**config.mk**
```make
export PLATFORM = sky130hd
export DESIGN_NAME = pc_sequencer
export DESIGN_NICKNAME = d
export VERILOG_FILES = /design/src/rtl/pc_seq_pkg.sv /design/src/rtl/pc_seq_stack.sv /design/src/rtl/pc_seq_nextpc.sv /design/src/rtl/pc_sequencer.sv
export SDC_FILE = /design/constraint.sdc
export NUM_CORES = 1
export LEC_CHECK = 0
export ABC_AREA = 0
export BUFFER_PORTS_ARGS = -buffer_cell sky130_fd_sc_hd__clkbuf_2
export CAP_MARGIN = 20
export CORE_UTILIZATION = 58
export DETAILED_ROUTE_END_ITERATION = 10
export HOLD_SLACK_MARGIN = 0.03
export PLACE_DENSITY_LB_ADDON = 0.2
export SETUP_SLACK_MARGIN = 0.15
export SLEW_MARGIN = 20
export SYNTH_ARGS = -nofsm -noshare
export SYNTH_HDL_FRONTEND = slang
export SYNTH_SLANG_ARGS = --single-unit
export TNS_END_PERCENT = 5
```
**constraint.sdc**
```tcl
create_clock -name clk -period 1.25 [get_ports clk]
set_input_delay 0.0625 -clock clk [delete_from_list [all_inputs] [get_ports clk]]
set_output_delay 0.0625 -clock clk [all_outputs]
set_load 0.005 [all_outputs]
```
**src/rtl/pc_seq_pkg.sv**
```systemverilog
package pc_seq_pkg;
  typedef enum logic [2:0] {
    OP_SEQ    = 3'd0,
    OP_JUMP   = 3'd1,
    OP_CALL   = 3'd2,
    OP_RET    = 3'd3,
    OP_RETLW  = 3'd4,
    OP_RETFIE = 3'd5,
    OP_SKIP   = 3'd6,
    OP_RSVD   = 3'd7
  } flow_op_e;
endpackage

```
**src/rtl/pc_seq_stack.sv**
```systemverilog
module pc_seq_stack #(
  parameter int DEPTH = 8,
  parameter int W     = 13
) (
  input  logic         clk,
  input  logic         rst_n,
  input  logic         push,
  input  logic         pop,
  input  logic [W-1:0] din,
  output logic [W-1:0] top
);
  localparam int PTR_W = (DEPTH > 1) ? $clog2(DEPTH) : 1;

  logic [PTR_W-1:0] ptr_q, ptr_d;
  logic [PTR_W-1:0] rd_idx;
  logic [W-1:0]     slot [DEPTH];

  // pointer next state: wraps naturally, depth must be a power of two
  always_comb begin
    ptr_d = ptr_q;
    if (push)     ptr_d = ptr_q + 1'b1;
    else if (pop) ptr_d = ptr_q - 1'b1;
  end

  always_ff @(posedge clk or negedge rst_n) begin
    if (!rst_n) ptr_q <= '0;
    else        ptr_q <= ptr_d;
  end

  // storage slots, no reset, each with its own write enable
  for (genvar i = 0; i < DEPTH; i++) begin : g_slot
    logic wr_en;
    assign wr_en = push && (ptr_q == PTR_W'(i));
    always_ff @(posedge clk) begin
      if (wr_en) slot[i] <= din;
    end
  end

  assign rd_idx = ptr_q - 1'b1;
  assign top    = slot[rd_idx];
endmodule

```
**src/rtl/pc_seq_nextpc.sv**
```systemverilog
module pc_seq_nextpc
  import pc_seq_pkg::*;
#(
  parameter int PC_W     = 13,
  parameter int IMM_W    = 11,
  parameter int PAGE_W   = 5,
  parameter int PAGE_LSB = 3
) (
  input  logic [2:0]        op,
  input  logic              valid,
  input  logic              skip_hit,
  input  logic [PC_W-1:0]   pc,
  input  logic [IMM_W-1:0]  imm,
  input  logic [PAGE_W-1:0] page,
  input  logic [PC_W-1:0]   stk_top,
  output logic [PC_W-1:0]   pc_nxt,
  output logic              push,
  output logic              pop,
  output logic              redirect,
  output logic              skip_take,
  output logic              gie_set,
  output logic              w_take
);
  localparam int HI_W = PC_W - IMM_W;

  flow_op_e         kind;
  logic [PC_W-1:0]  target;

  assign kind   = flow_op_e'(op);
  assign target = {page[PAGE_LSB +: HI_W], imm};

  always_comb begin
    pc_nxt    = pc + 1'b1;
    push      = 1'b0;
    pop       = 1'b0;
    redirect  = 1'b0;
    skip_take = 1'b0;
    gie_set   = 1'b0;
    w_take    = 1'b0;
    if (valid) begin
      unique case (kind)
        OP_JUMP: begin
          pc_nxt   = target;
          redirect = 1'b1;
        end
        OP_CALL: begin
          pc_nxt   = target;
          push     = 1'b1;
          redirect = 1'b1;
        end
        OP_RET, OP_RETLW, OP_RETFIE: begin
          pc_nxt   = stk_top;
          pop      = 1'b1;
          redirect = 1'b1;
          gie_set  = (kind == OP_RETFIE);
          w_take   = (kind == OP_RETLW);
        end
        OP_SKIP: skip_take = skip_hit;
        default: ;
      endcase
    end
  end
endmodule

```
**src/rtl/pc_sequencer.sv**
```systemverilog
module pc_sequencer
  import pc_seq_pkg::*;
#(
  parameter int PC_W      = 13,
  parameter int IMM_W     = 11,
  parameter int PAGE_W    = 5,
  parameter int PAGE_LSB  = 3,
  parameter int LIT_W     = 8,
  parameter int STK_DEPTH = 8
) (
  input  logic              clk,
  input  logic              rst_n,
  input  logic [2:0]        op,
  input  logic [IMM_W-1:0]  imm,
  input  logic [PAGE_W-1:0] page,
  input  logic              skip_hit,
  input  logic [LIT_W-1:0]  lit,
  input  logic              gie_clr,
  output logic [PC_W-1:0]   pc,
  output logic              flush,
  output logic              gie,
  output logic              w_wr,
  output logic [LIT_W-1:0]  w_data
);
  logic [1:0]      rst_sync_q;
  logic            rst_int_n;
  logic [PC_W-1:0] pc_q, pc_d;
  logic            flush_q, flush_d;
  logic            gie_q, gie_d;
  logic [PC_W-1:0] stk_top;
  logic            push, pop, redirect, skip_take, gie_set, w_take;

  // asynchronous assert, synchronous release
  always_ff @(posedge clk or negedge rst_n) begin
    if (!rst_n) rst_sync_q <= 2'b00;
    else        rst_sync_q <= {rst_sync_q[0], 1'b1};
  end
  assign rst_int_n = rst_sync_q[1];

  pc_seq_nextpc #(
    .PC_W(PC_W), .IMM_W(IMM_W), .PAGE_W(PAGE_W), .PAGE_LSB(PAGE_LSB)
  ) u_nextpc (
    .op(op), .valid(!flush_q), .skip_hit(skip_hit), .pc(pc_q),
    .imm(imm), .page(page), .stk_top(stk_top), .pc_nxt(pc_d),
    .push(push), .pop(pop), .redirect(redirect), .skip_take(skip_take),
    .gie_set(gie_set), .w_take(w_take)
  );

  pc_seq_stack #(.DEPTH(STK_DEPTH), .W(PC_W)) u_stack (
    .clk(clk), .rst_n(rst_int_n), .push(push), .pop(pop),
    .din(pc_q), .top(stk_top)
  );

  always_comb begin
    flush_d = redirect | skip_take;
    gie_d   = gie_q;
    if (gie_set)      gie_d = 1'b1;
    else if (gie_clr) gie_d = 1'b0;
  end

  always_ff @(posedge clk or negedge rst_int_n) begin
    if (!rst_int_n) begin
      pc_q    <= '0;
      flush_q <= 1'b0;
      gie_q   <= 1'b0;
    end else begin
      pc_q    <= pc_d;
      flush_q <= flush_d;
      gie_q   <= gie_d;
    end
  end

  assign pc     = pc_q;
  assign flush  = flush_q;
  assign gie    = gie_q;
  assign w_wr   = w_take;
  assign w_data = lit;
endmodule

```
==> metrics.md, run 1 <==
| Metric | Value |
|---|---|
| Final worst-path cycle share | `149%` |
| LEAKAGE | `2.72 nW` |
| Max-Cap Viols | `0` |
| Kind of end point of the critical path | `register` |
| Multiplexer share of the synthesized area | `13.4%` |
| PwrDens | `2450 nW/um2` |
| Yosys warns | `0` |
| DR pass1 iterations | `4` |
| Part of the power in registers | `32.7%` |
| Crit path capture | `pc[11]` |
| Combinational share of power | `39.3%` |
| IO Count | `55` |
| Post-synthesis simple-gate area fraction | `5.32%` |
| Routed WL | `12.4 mm` |
| WP data required | `1640 ps` |
| Async set or reset register ratio after synthesis | `16.1%` |
| Distinct cells, synth | `42` |
| Largest family of logic cells by synthesized area | `multiplexers` |
| Number of synthesized register bits | `124` |
| Worst setup SP type | `register` |
| Antenna cells | `0` |
| Post-Synthesis Cells | `308` |
| CTS Root Cell | `clkbuf_8` |
| R2R setup slack | `-620 ps` |
| Deepest clock path buffer count | `2` |
| TritonCTS Sinks | `124` |
| RSZ-0062 raised after global routing | `true` |
| Starting density of the core | `60.1%` |
| Worst clock skew | `5.62 ps` |
| Arrival time at the worst endpoint | `2260 ps` |
| Switching Share | `30.6%` |
| CP cell instances | `inv_8 > ha_4 > buf_4 > buf_12 > buf_4 > mux4_2 > a32oi_1 > a32oi_1` |
| Number of synthesized flops with an enable pin | `104` |
| Synth Area in XOR/XNOR | `2.52%` |
| Max VDD drop | `1.71 mV` |
| Area Growth Syn to Fin | `34.0%` |
| Average vias per placed instance | `5.87` |
| WHS | `35.9 ps` |
| Final std cells w/o fill | `559` |
| Routability Congestion | `0.888` |
| Clk slew on worst S/H paths | `60 ps` |
| Most used DFF post-synth | `edfxtp_1` |
| Num CTS Buffers | `17` |
| Nets@finish | `477` |
| Top cells by area, synth | `edfxtp_1 59%, mux4_2 10%, dfrtp_1 9.5%` |
| Psw | `0.00529 W` |
| Antenna violations before repair | `0` |
| Routed len/inst | `22.1 um` |
| Synthesized area | `5260 um2` |
| Final antenna-violating net count | `0` |
| Setup CP Type | `register to register` |
| Die area | `9460 um2` |
| Die Y | `97.3 um` |
| First-pass GRT wire length | `19.6 mm` |
| Share of cells above drive strength 1 | `40.8%` |
| Crit Path Max Fanout | `4` |
| Area after DPL | `6100 um2` |
| Vias in the first global route | `3508` |
| Post-layout min period | `1870 ps` |
| Insertion delay to the later sink of the worst-skew pair | `510 ps` |
| Total GRT Usage | `28.9%` |
| # setup viols final | `127` |
| Worst setup startpoint | `u_stack.ptr_q[0]` |
| Net count after synthesis | `347` |
| Status | `finished with violations` |
| Synth Area in Compound Gates | `4.94%` |
| Clock power frac | `27.9%` |
| Hold WC Path Type | `primary input to register` |
| Core Region | `8760 um2` |
| Grt ovf | `0` |
| Sequential-to-total area share from yosys stat | `68.8%` |
| Cell area after layout | `7060 um2` |
| Die W | `97.3 um` |
| R2R Path End | `pc[11]` |
| Total power | `0.0173 W` |
| Synth top area share | `59.3%` |
| FMAX | `535 MHz` |
| Slew Viols, Final | `0` |
| R2R depth | `8` |
| Final hold violation count | `0` |
| Number of cell rows | `34` |
| H-tree levels | `4` |
| Via count | `3281` |
| IO Port Bufs | `35` |
| Detailed Route Iter0 Violations | `195` |
| Setup TNS after final layout | `-45150 ps` |
| Largest area contributor in the netlist | `edfxtp_1` |
| Placed cell count | `503` |
| Failing checks | `setup timing` |
| HPWL Detailed | `7.57 mm` |
| CTS tree | `done` |
| Max stage delay on crit path | `460 ps` |
| Avg Inst Size Synth | `17.1 um2` |
| CP max stage cell | `dfrtp_2` |
| Pint | `0.0120 W` |
| Post-synthesis adder-cell area fraction | `1.90%` |
| Final worst slack | `-618 ps` |
| Critical R2R Launch | `u_stack.ptr_q[0]` |
| DRC violations left | `0` |
| Largest net degree at the start of global routing | `19` |
[routing by layer]
metal  track usage [%]  share of wire [%]  vias to the layer above  routed length, um
met3              9.06                5.9                       37                735
met5                 0                  0                        -                  0
li1                  -                  -                     1465                  -
met4              14.0                3.8                        0                474
met1              37.0                 42                     1676               5170
met2              45.4                 48                      103               6000
[metrics by stage]
step	utilization [%]	setup slack (ps)
after floorplan	-	-754
after global placement	69.7	-593
after detailed placement	69.7	-631
after CTS	80.3	-575
after global routing	80.5	-670
final	80.5	-618
[synthesized netlist by cell type, types with 3 or more instances]
cell      instances
edfxtp_1        104
mux4_2           24
dfrtp_1          20
mux2i_1          14
nand2_1          13
nor2_1           12
buf_4             9
inv_1             9
buf_2             8
ha_1              8
a221o_1           7
xnor2_1           7
and3_1            6
nor3_1            6
o21ai_0           6
a21oi_1           5
clkbuf_1          5
nand3_1           5
xor2_1            5
a22oi_1           4
nor2b_1           3
o21ai_1           3
[cell families after synthesis]
| family | Yosys count |
|---|---|
| AOI/OAI and AO/OA | 35 |
| DFF | 124 |
| buffers and inverters | 31 |
| adders and majority gates | 8 |
| other | 1 |
| xor gates and xnor gates | 13 |
| muxes | 40 |
| and+or+nand+nor | 56 |
[power groups by stage]
| stage | sequential [W] | combinational (W) | clock [W] |
|---|---|---|---|
| 5_1_grt | 0.00569 | 0.00726 | 0.00507 |
| 4_1_cts | 0.00564 | 0.00664 | 0.00487 |
| 6_report | 0.00566 | 0.00679 | 0.00483 |
| 3_5_place_dp | 0.00566 | 0.00590 | 0 |
| 3_3_place_gp | 0.00565 | 0.00574 | 0 |
| 2_1_floorplan | 0.00596 | 0.00361 | 0 |
[state kept, by name, summed over array words and instances, names as in the netlist]
signal / flops
u_stack.ptr_q: 3
pc: 13
u_stack.slot: 104
gie: 1
flush: 1
rst_sync_q: 2
[timing repair]
action,in CTS,in global routing
buffers inserted,5,0
hold buffers,19,0
endpoints found under the setup margin,136,137
gates cloned,0,0
gates resized for setup,27,4
endpoints found under the hold margin,17,0
pin swaps,1,1
[cell type report]
cell class	instances	area (um2)
clock buffer	17	414
fill	466	1710
inverter	9	41.3
clock inverter	15	174
multi-input combinational	153	1540
timing repair buffer	133	1130
sequential	124	3620
tap	108	135
[critical path: cells and delay by family (launching register included)]
kind / cells / cell delay, ps
AO/OA/AOI/OAI: 2 / 300
buffers and inverters: 4 / 490
flip-flops: 1 / 460
multiplexers: 1 / 270
adder cells (fa/ha/maj): 1 / 220
[worst min path at each step]
stage                     start       endpoint  cells past startpoint
final                     op[1]            gie                      5
after detailed placement  rst_n  rst_sync_q[1]                      1
after global routing      op[1]            gie                      5
after CTS                 op[1]            gie                      5
after floorplan           rst_n  rst_sync_q[0]                      0
after global placement    rst_n  rst_sync_q[0]                      1
[cell usage in the layout, fill, tap and decap left out, types with 3 or more instances in the layout]
cell           count
edfxtp_1         104
buf_4             52
clkbuf_2          33
mux4_2            24
buf_6             22
dfrtp_1           19
dlygate4sd3_1     19
clkbuf_16         16
mux2i_1           14
nand2_1           13
nor2_1            12
inv_1              7
xnor2_1            7
a221o_1            7
o21ai_0            6
ha_1               6
buf_12             6
a21oi_1            5
nand3_1            5
nor3_1             5
xor2_1             5
a22oi_1            4
clkinv_4           4
o21ai_1            3
nor2b_1            3
bufinv_16          3
clkinvlp_4         3
(Power assumes the default switching activity.)
==> run 2, diff against run 1 <==
--- a/config.mk
+++ b/config.mk
@@ -8,7 +8,8 @@
 export ABC_AREA = 0
 export BUFFER_PORTS_ARGS = -buffer_cell sky130_fd_sc_hd__clkbuf_2
 export CAP_MARGIN = 20
-export CORE_UTILIZATION = 58
+export CORE_MARGIN = 8
+export CORE_UTILIZATION = 63
 export DETAILED_ROUTE_END_ITERATION = 10
 export HOLD_SLACK_MARGIN = 0.03
 export PLACE_DENSITY_LB_ADDON = 0.2
==> constraint.sdc (replaced) <==
create_clock -name clk -period 2.3 [get_ports clk]
set_input_delay 0.115 -clock clk [delete_from_list [all_inputs] [get_ports clk]]
set_output_delay 0.115 -clock clk [all_outputs]
set_load 0.005 [all_outputs]
==> run 2 against run 1 <==
  * The run now ends clean
  * Maximum frequency shrank 11%
  * Clock-buffer cell count increased by 3
  * Critical path depth decreased by 1
  * Clock skew grew 4.4 ps
  * Clock power shrank 52%
  * Setup slack improved by 820 ps
  * Routed wire length decreased by 7.9%
  * Via count shrank 6.0%
  * Sequential power shrank 42%
  * Critical path type unchanged
  * Largest cell class unchanged
  * Largest power group is now registers
  * Highest routed layer unchanged
==> metrics.md, run 2 (same netlist as run 1, synthesis figures left out) <==
| Metric | Value |
|---|---|
| CP cell instances | `inv_1 > ha_1 > buf_4 > mux4_2 > mux2i_1 > nor2_1 > a221o_1` |
| Kind of end point of the critical path | `register` |
| Average vias per placed instance | `6.10` |
| Worst-margin pin slew | `987 ps` |
| Max VDD drop | `0.724 mV` |
| Via count | `3083` |
| Share of cells above drive strength 1 | `31.0%` |
| Largest net degree at the start of global routing | `19` |
| Critical R2R Launch | `u_stack.ptr_q[1]` |
| DRC violations left | `0` |
| WP data required | `2690 ps` |
| CP max stage cell | `dfrtp_1` |
| Starting density of the core | `64.4%` |
| Routed len/inst | `22.6 um` |
| Clock power frac | `28.6%` |
| Hold WC Path Type | `primary input to register` |
| IO Port Bufs | `35` |
| Post-CTS setup buffers | `0` |
| Most common cell after layout, fill and taps aside | `edfxtp_1` |
| Status | `finished clean` |
| Max-Cap Viols | `0` |
| WP buf/inv | `2` |
| Top delay family on crit path | `multiplexers` |
| Worst setup startpoint | `u_stack.ptr_q[1]` |
| Routed WL | `11.4 mm` |
| DR pass1 iterations | `4` |
| Core Region | `8180 um2` |
| Post-layout min period | `2090 ps` |
| Die Y | `107 um` |
| Max stage delay on crit path | `420 ps` |
| Routability Congestion | `0.846` |
| Antenna cells | `0` |
| Vias in the first global route | `3195` |
| CTS tree | `done` |
| Min-delay src | `op[2]` |
| Num CTS Buffers | `17` |
| Fillers | `452` |
| Setup TNS after final layout | `0 ps` |
| HPWL Detailed | `7.06 mm` |
| Deepest clock path buffer count | `2` |
| Switching Share | `31.4%` |
| Crit Path Max Fanout | `10` |
| WHS | `62.8 ps` |
| Detailed Route Iter0 Violations | `246` |
| H-tree levels | `4` |
| Final hold violation count | `0` |
| Worst setup SP type | `register` |
| PwrDens | `1280 nW/um2` |
| Antenna violations before repair | `0` |
| Insertion delay to the later sink of the worst-skew pair | `520 ps` |
| Slew HR | `34.0%` |
| Worst clock skew | `9.99 ps` |
| Psw | `0.00257 W` |
| Area Growth Syn to Fin | `21.3%` |
| # setup viols final | `0` |
| Pint | `0.00562 W` |
| Setup CP Type | `register to register` |
| Number of flip-flops in the largest register | `104` |
| Die area | `11500 um2` |
| Combinational share of power | `31.3%` |
| IO Count | `55` |
| Nets@finish | `427` |
| Grt ovf | `0` |
| LEAKAGE | `2.39 nW` |
| Commonest non-fill, non-tap cells in the layout | `104 x edfxtp_1, 35 x clkbuf_2, 29 x buf_4, 24 x mux4_2` |
| Clk slew on worst S/H paths | `60 ps` |
| FMAX | `477 MHz` |
| Arrival time at the worst endpoint | `2490 ps` |
| CTS Root Cell | `clkbuf_8` |
| Reg with most FFs | `u_stack.slot` |
| RSZ-0062 raised after global routing | `true` |
| Part of the power in registers | `40.1%` |
| Final worst-path cycle share | `91.1%` |
| Slew Viols, Final | `0` |
| Final antenna-violating net count | `0` |
| TritonCTS Sinks | `124` |
| First-pass GRT wire length | `17.9 mm` |
| Post_cts resized | `0` |
| Total GRT Usage | `21.3%` |
| Number of cell rows | `33` |
| Die W | `107 um` |
-- run 2: area by class of cell --
type / instances / area, um2 / area share (%)
well taps: 105 / 131 / 2.06
repair buffers: 83 / 583 / 9.13
clock inverters: 11 / 97.6 / 1.53
clock buffers: 20 / 425 / 6.66
inverters: 9 / 33.8 / 0.529
flip-flops and latches: 124 / 3620 / 56.8
multi-input cells: 153 / 1490 / 23.3
-- run 2: path summary, 6_finish.rpt --
check / end / slack, ps / cells after the start
max in group asynchronous: u_stack.ptr_q[0] / 1340 / 0
min in group asynchronous: u_stack.ptr_q[1] / 360 / 0
min reg2reg: u_stack.ptr_q[1] / 360 / 0
min: pc[11] / 60 / 4
max reg2reg: pc[6] / 210 / 7
max: pc[6] / 210 / 7
-- run 2: routing by layer --
metal | GRT usage [%] | part of all wire (%) | up-vias
met4 | 10.4 | 2.0 | 0
met5 | 0 | 0 | -
met2 | 33.8 | 50 | 142
li1 | - | - | 1359
met3 | 5.33 | 8.5 | 22
met1 | 27.1 | 40 | 1560
-- run 2: through the flow --
| stage | area, um2 | utilization [%] | power (W) | std cells | worst slack, ps |
|---|---|---|---|---|---|
| CTS | 6380 | 78.1 | 0.00823 | 505 | 202 |
| floorplan | 5290 | - | 0.00508 | 308 | 155 |
| global placement | 5670 | 69.4 | 0.00577 | 455 | 321 |
| global route | 6380 | 78.1 | 0.00856 | 505 | 130 |
| detailed placement | 5670 | 69.4 | 0.00585 | 455 | 254 |
| finish | 6380 | 78.1 | 0.00819 | 505 | 205 |
-- run 2: repair_timing --
action / CTS / global route
hold buffers: 19 / 0
hold endpoints to repair: 17 / 0
setup endpoints to repair: 0 / 2
-- run 2: power by group through the flow --
stage | sequential, W | combinational (W) | clock (W)
6_report | 0.00329 | 0.00256 | 0.00234
5_1_grt | 0.00333 | 0.00279 | 0.00244
4_1_cts | 0.00329 | 0.00258 | 0.00236
3_5_place_dp | 0.00333 | 0.00252 | 0
3_3_place_gp | 0.00330 | 0.00247 | 0
2_1_floorplan | 0.00324 | 0.00184 | 0
-- run 2: worst reg2reg max path, stage by stage (launching register included) --
cell     delay, ps
dfrtp_1        420
inv_1          120
ha_1           340
buf_4          200
mux4_2         320
mux2i_1        180
nor2_1          70
a221o_1        310
